## config.mk

```make
export PLATFORM = sky130hd
export DESIGN_NAME = bus_cycle_ctrl
export DESIGN_NICKNAME = d
export VERILOG_FILES = /design/src/rtl/bcc_pkg.sv /design/src/rtl/bcc_seq.sv /design/src/rtl/bcc_drive.sv /design/src/rtl/bus_cycle_ctrl.sv
export SDC_FILE = /design/constraint.sdc
export NUM_CORES = 1
export LEC_CHECK = 0
export BUFFER_PORTS_ARGS = -buffer_cell sky130_fd_sc_hd__buf_2
export CORE_MARGIN = 2
export CORE_UTILIZATION = 50
export CTS_BUF_LIST = sky130_fd_sc_hd__clkbuf_4
export DETAILED_ROUTE_END_ITERATION = 8
export HOLD_SLACK_MARGIN = 0.1
export PLACE_DENSITY = 0.9
export SLEW_MARGIN = 30
export SYNTH_ARGS = -nofsm -noshare
export SYNTH_HDL_FRONTEND = slang
export SYNTH_SLANG_ARGS = --single-unit
```

## constraint.sdc

```tcl
create_clock -name clk -period 1.75 [get_ports clk]
set_input_delay 0.2625 -clock clk [delete_from_list [all_inputs] [get_ports clk]]
set_output_delay 0.2625 -clock clk [all_outputs]
set_load 0.02 [all_outputs]
```

## src/rtl/bcc_pkg.sv

```systemverilog
package bcc_pkg;

    typedef enum logic [2:0] {
        K_FETCH = 3'd0,
        K_MRD   = 3'd1,
        K_MWR   = 3'd2,
        K_IORD  = 3'd3,
        K_IOWR  = 3'd4,
        K_INTA  = 3'd5,
        K_HALT  = 3'd6,
        K_RSVD  = 3'd7
    } kind_e;

    typedef enum logic [2:0] {
        S_IDLE, S_T1, S_T2, S_TW, S_T3, S_HALT, S_HOLD, S_REGAIN
    } state_e;

    // {io_m, s1, s0}
    function automatic logic [2:0] status_code(kind_e k);
        case (k)
            K_FETCH: return 3'b011;
            K_MRD:   return 3'b010;
            K_MWR:   return 3'b001;
            K_IORD:  return 3'b110;
            K_IOWR:  return 3'b101;
            K_INTA:  return 3'b111;
            default: return 3'b000;
        endcase
    endfunction

    function automatic logic is_rd(kind_e k);
        return (k == K_FETCH) || (k == K_MRD) || (k == K_IORD);
    endfunction

    function automatic logic is_wr(kind_e k);
        return (k == K_MWR) || (k == K_IOWR);
    endfunction

endpackage

```

## src/rtl/bcc_seq.sv

```systemverilog
module bcc_seq
    import bcc_pkg::*;
#(
    parameter int AW = 16,
    parameter int DW = 8
) (
    input  logic          clk,
    input  logic          rst_n,
    input  logic          req_valid,
    input  logic [2:0]    req_kind,
    input  logic [AW-1:0] req_addr,
    input  logic [DW-1:0] req_wdata,
    input  logic          ready,
    input  logic          hold,
    input  logic [DW-1:0] ad_in,
    output state_e        st_o,
    output kind_e         kind_o,
    output logic [AW-1:0] addr_o,
    output logic [DW-1:0] wdata_o,
    output logic [DW-1:0] rdata_o,
    output logic          done_o,
    output logic          req_ready_o
);

    typedef struct packed {
        state_e        st;
        kind_e         kind;
        logic [AW-1:0] addr;
        logic [DW-1:0] wdata;
        logic [DW-1:0] rdata;
        logic          done;
    } seq_t;

    seq_t r_q, r_d;
    logic take;

    assign req_ready_o = ((r_q.st == S_IDLE) || (r_q.st == S_HALT)) && !hold;
    assign take        = req_ready_o && req_valid;

    always_comb begin
        r_d      = r_q;
        r_d.done = 1'b0;
        case (r_q.st)
            S_IDLE, S_HALT: begin
                if (hold) begin
                    r_d.st = S_HOLD;
                end else if (take) begin
                    r_d.kind  = kind_e'(req_kind);
                    r_d.addr  = req_addr;
                    r_d.wdata = req_wdata;
                    if (kind_e'(req_kind) == K_HALT) begin
                        r_d.st   = S_HALT;
                        r_d.done = 1'b1;
                    end else begin
                        r_d.st = S_T1;
                    end
                end
            end
            S_T1:       r_d.st = S_T2;
            S_T2, S_TW: r_d.st = ready ? S_T3 : S_TW;
            S_T3: begin
                r_d.st   = S_IDLE;
                r_d.done = 1'b1;
                if (is_rd(r_q.kind) || (r_q.kind == K_INTA)) begin
                    r_d.rdata = ad_in;
                end
            end
            S_HOLD:   r_d.st = hold ? S_HOLD : S_REGAIN;
            S_REGAIN: r_d.st = S_IDLE;
            default:  r_d.st = S_IDLE;
        endcase
    end

    always_ff @(posedge clk) begin
        if (!rst_n) begin
            r_q.st    <= S_IDLE;
            r_q.kind  <= K_FETCH;
            r_q.addr  <= '0;
            r_q.wdata <= '0;
            r_q.rdata <= '0;
            r_q.done  <= 1'b0;
        end else begin
            r_q <= r_d;
        end
    end

    assign st_o    = r_q.st;
    assign kind_o  = r_q.kind;
    assign addr_o  = r_q.addr;
    assign wdata_o = r_q.wdata;
    assign rdata_o = r_q.rdata;
    assign done_o  = r_q.done;

    // a low ready in T2 or a wait state leads to another wait state
    a_r7_wait_inserted: assert property (@(posedge clk) disable iff (!rst_n)
        ((r_q.st == S_T2) || (r_q.st == S_TW)) && !ready |=> (r_q.st == S_TW));

    // a pending request never beats hold
    a_r8_hold_first: assert property (@(posedge clk) disable iff (!rst_n)
        ((r_q.st == S_IDLE) && hold && req_valid) |=> (r_q.st == S_HOLD));

endmodule

```

## src/rtl/bcc_drive.sv

```systemverilog
module bcc_drive
    import bcc_pkg::*;
#(
    parameter int AW = 16,
    parameter int DW = 8
) (
    input  state_e        st,
    input  kind_e         kind,
    input  logic [AW-1:0] addr,
    input  logic [DW-1:0] wdata,
    output logic [DW-1:0] ad_out,
    output logic          ad_oe,
    output logic [AW-DW-1:0] a_hi,
    output logic          addr_oe,
    output logic          ale,
    output logic          rd_n,
    output logic          wr_n,
    output logic          inta_n,
    output logic          strobe_oe,
    output logic          io_m,
    output logic          s1,
    output logic          s0,
    output logic          hlda
);

    logic       in_t1, in_data, released;
    logic [2:0] code;

    always_comb begin
        in_t1    = (st == S_T1);
        in_data  = (st == S_T2) || (st == S_TW) || (st == S_T3);
        released = (st == S_HOLD) || (st == S_REGAIN);
        code     = status_code(kind);

        ale       = in_t1;
        hlda      = (st == S_HOLD);
        addr_oe   = !released && (st != S_HALT);
        strobe_oe = !released;
        a_hi      = addr[AW-1:DW];
        ad_out    = in_t1 ? addr[DW-1:0] : wdata;
        ad_oe     = in_t1 || (in_data && is_wr(kind));
        rd_n      = !(in_data && is_rd(kind));
        wr_n      = !(in_data && is_wr(kind));
        inta_n    = !(in_data && (kind == K_INTA));
        io_m      = code[2];
        s1        = code[1];
        s0        = code[0];
    end

endmodule

```

## src/rtl/bus_cycle_ctrl.sv

```systemverilog
module bus_cycle_ctrl
    import bcc_pkg::*;
#(
    parameter int AW = 16,
    parameter int DW = 8
) (
    input  logic             clk,
    input  logic             rst_n,
    input  logic             req_valid,
    input  logic [2:0]       req_kind,
    input  logic [AW-1:0]    req_addr,
    input  logic [DW-1:0]    req_wdata,
    output logic             req_ready,
    output logic [DW-1:0]    rsp_rdata,
    output logic             rsp_done,
    input  logic             ready,
    input  logic             hold,
    output logic             hlda,
    output logic [DW-1:0]    ad_out,
    input  logic [DW-1:0]    ad_in,
    output logic             ad_oe,
    output logic [AW-DW-1:0] a_hi,
    output logic             addr_oe,
    output logic             ale,
    output logic             rd_n,
    output logic             wr_n,
    output logic             inta_n,
    output logic             strobe_oe,
    output logic             io_m,
    output logic             s1,
    output logic             s0
);

    state_e        st;
    kind_e         kind;
    logic [AW-1:0] addr;
    logic [DW-1:0] wdata;

    bcc_seq #(.AW(AW), .DW(DW)) u_seq (
        .clk        (clk),
        .rst_n      (rst_n),
        .req_valid  (req_valid),
        .req_kind   (req_kind),
        .req_addr   (req_addr),
        .req_wdata  (req_wdata),
        .ready      (ready),
        .hold       (hold),
        .ad_in      (ad_in),
        .st_o       (st),
        .kind_o     (kind),
        .addr_o     (addr),
        .wdata_o    (wdata),
        .rdata_o    (rsp_rdata),
        .done_o     (rsp_done),
        .req_ready_o(req_ready)
    );

    bcc_drive #(.AW(AW), .DW(DW)) u_drive (
        .st       (st),
        .kind     (kind),
        .addr     (addr),
        .wdata    (wdata),
        .ad_out   (ad_out),
        .ad_oe    (ad_oe),
        .a_hi     (a_hi),
        .addr_oe  (addr_oe),
        .ale      (ale),
        .rd_n     (rd_n),
        .wr_n     (wr_n),
        .inta_n   (inta_n),
        .strobe_oe(strobe_oe),
        .io_m     (io_m),
        .s1       (s1),
        .s0       (s0),
        .hlda     (hlda)
    );

    // the latch strobe lasts one clock and moves on to the data states
    a_r2_ale_single: assert property (@(posedge clk) disable iff (!rst_n)
        ale |=> !ale && strobe_oe);

    // the strobe in use stays put across a wait state
    a_r7_strobe_steady: assert property (@(posedge clk) disable iff (!rst_n)
        ((st == S_T2) || (st == S_TW)) && !ready |=> $stable({rd_n, wr_n, inta_n}));

    // granted bus means every driver is released
    a_r8_float_in_hold: assert property (@(posedge clk) disable iff (!rst_n)
        hlda |-> !ad_oe && !addr_oe && !strobe_oe);

    // one released clock after the grant drops, then drivers return
    a_r9_regain_gap: assert property (@(posedge clk) disable iff (!rst_n)
        $fell(hlda) |-> !addr_oe ##1 (addr_oe && strobe_oe));

    // halt floats address and data
    a_r10_halt_float: assert property (@(posedge clk) disable iff (!rst_n)
        (st == S_HALT) |-> !addr_oe && !ad_oe && rd_n && wr_n && inta_n
                           && ({io_m, s1, s0} == 3'b000));

endmodule

```

==> results.md <==
- Status: finished with violations
- Failing checks: negative setup slack
- Post-synth top area share: 41.3%
- # Max-Cap Violations: 0
- Crit path DAT: 1610 ps
- Storage cell area: 788 sq um
- Area delta synth->final: 35.1%
- Number of global-route vias before repair: 1645
- Total length of routed wires: 4740 microns
- DR iter-0 viols: 79
- Nets@finish: 344
- Final instance area: 0.00255 sq mm
- P_leak: 0.00114 uW
- Final min period: 1870 ps
- Initial Util: 51.6%
- Worst-skew pair later-pin latency: 350 ps
- Sequential share of the synthesized area: 41.3%
- Cell taking the most area after synthesis: dfxtp_1
- Hold Fails Final Rpt: 0
- Final core utilization: 69.8%
- Highest clock rate: 535 MHz
- Fillers: 284
- Pwr/cell area: 946 mW/mm^2
- Hold-fix buffers, CTS: 0
- Cell Count, Final, Fillers Out: 353
- Layout cells sized above 1: 42.0%
- Worst Path Required: 1490 ps
- Final Max Slew Viols: 0
- Crit path launch type: register
- CTS Buf Count: 5
- CTS HTree Levels: 2
- Post-DP Area: 0.00226 sq mm
- Die width: 65.5 microns
- GRT Overall Usage: 22.7%
- Core area: 0.00366 sq mm
- Io pins: 77
- Syn Std Cell Area: 0.00189 sq mm
- Antenna diodes: 0
- Die ar.: 0.00429 sq mm
- Slew @ Worst Pin: 330 ps
- Syn Nets: 266
- Avg Cell Area, Syn: 8.37 sq um
- Post-DR wirelength/cell: 13.4 microns
- First-pass GRT wire length: 7450 microns
- Worst setup margin: -118 ps
- Root buf cell: clkbuf_4
- CTS tree: built
- Synthesized instance count: 226
- Clock slew at reported path FFs: 130 ps
- Congestion Overflow GR: 0
- Synth area leaders: dfxtp_1, nand2_1, a21boi_1
- Seq cells post-synth: 39
- Initial antenna violation count: 0
- Critical Path Sink Type: primary output
- Die H: 65.5 microns
- Largest buffer count on any clock path: 2
- Hold WC Path Type: in2reg
- Area of the multi-input gates: 0.00101 sq mm
- Tot Pwr: 2420 uW
- Largest net degree at the start of global routing: 20
- Warnings from Yosys: 0
- Fin crit share: 107%
- Synth cell types: 35
- Rows: 22
- Setup Skew: 15.4 ps
- Clk sink count: 39
- Pre-Repair DR Iteration Count: 4
- Vias: 1793
- Worst ir drop on vdd: 0.000648 V
- Post-DRT Antenna Nets: 0
- Placed Cells incl. Taps: 337
- Worst Setup Path Type: reg2out
- Max_slew headroom: 77.9%
- DP Worst Slack: 154 ps
- Final number of setup-violating endpoints: 12
- Routed vias/inst: 5.08
- Number of remaining DRC errors: 0
- CP max FO: 5
- Final Wtd Congestion: 0.792
- Input/output buffers: 76
- Post-DP HPWL: 3000 microns
- Unrepaired setup endpoints after global routing: true
Yosys cell counts, drive strengths merged:
master	number
a211oi	1
a21boi	28
a21o	1
a21oi	4
a221oi	1
a31o	1
and2	1
buf	17
clkbuf	9
dfxtp	39
mux2	8
nand2	67
nand2b	6
nand3	9
nand3b	1
nand4b	1
nor2	5
nor2b	3
nor3	1
nor3b	1
nor4b	2
o211a	1
o211ai	1
o21ai	11
o22ai	1
or3b	1
or4	1
or4b	1
xnor2	1
xor2	2
flip-flops by register name, summed over array words and instances, names as in the netlist:
name	count
u_seq.kind_o	3
u_seq.done_o	1
u_seq.addr_o	16
u_seq.st_o	3
u_seq.rdata_o	8
u_seq.wdata_o	8
power breakdown:
| part | switching (uW) | total (uW) | internal (uW) |
|---|---|---|---|
| clock | 302 | 473 | 171 |
| sequential | 67.3 | 1050 | 980 |
| combinational | 481 | 896 | 415 |
timing repair:
| item | CTS | global route |
|---|---|---|
| setup buffers | 6 | 1 |
| cloned | 1 | 0 |
| resized for setup | 49 | 6 |
| setup endpoints to repair | 12 | 21 |
| pin swaps | 4 | 2 |
layout make-up:
cell class | count | share of cell area, %
well taps | 48 | 2.35
flip-flops and latches | 39 | 30.9
clock buffers | 6 | 1.76
repair buffers | 97 | 24.9
multi-input cells | 161 | 39.6
clock inverters | 2 | 0.490
kinds of logic after synthesis:
logic type / synth area share, %
AND/OR/NAND/NOR: 24.8
AO/OA/AOI/OAI: 18.7
flip-flops: 41.3
buffers and inverters: 9.07
multiplexers: 4.77
XOR/XNOR: 1.39
metal layers:
layer	GRT usage, %	vias up	routed length (microns)
li1	-	897	-
met1	28.2	825	1990
met2	37.6	65	2430
met3	4.62	6	263
met4	10.9	0	62
met5	0	-	0
cells in the final DEF, fill, tap and decap left out, types with 4 or more instances in the layout:
master / synthesis / final
nand2_1: 67 / 64
buf_2: 2 / 64
dfxtp_1: 39 / 35
a21boi_1: 21 / 21
buf_6: 4 / 18
buf_4: 11 / 15
mux2_4: 0 / 8
nand3_1: 9 / 8
o21ai_1: 7 / 7
a21boi_0: 7 / 7
clkbuf_4: 0 / 6
nor2_1: 5 / 5
nand2b_1: 6 / 5
a21oi_1: 4 / 4
o21ai_0: 4 / 4
per-stage QoR:
| stage | TNS (ps) | hold WS [ps] |
|---|---|---|
| floorplan | 0 | 393 |
| global route | -1820 | 121 |
| detailed placement | 0 | 442 |
| global placement | 0 | 434 |
| CTS | -1250 | 124 |
| finish | -1010 | 129 |
critical path, stage by stage, from the launching register on:
cell,delay [ps]
dfxtp_4,380
nor3b_4,250
buf_6,180
mux2_4,320
buf_6,130
path summary, 6_finish.rpt:
check	slack, ps	cells past startpoint	to	from
max	-120	4	ad_out[7]	u_seq.st_o[1]
min reg2reg	450	2	u_seq.rdata_o[3]	u_seq.rdata_o[3]
max reg2reg	110	6	u_seq.addr_o[10]	u_seq.st_o[0]
min	130	3	u_seq.addr_o[8]	req_addr[8]
No activity file was read; power rests on OpenSTA's default activity.
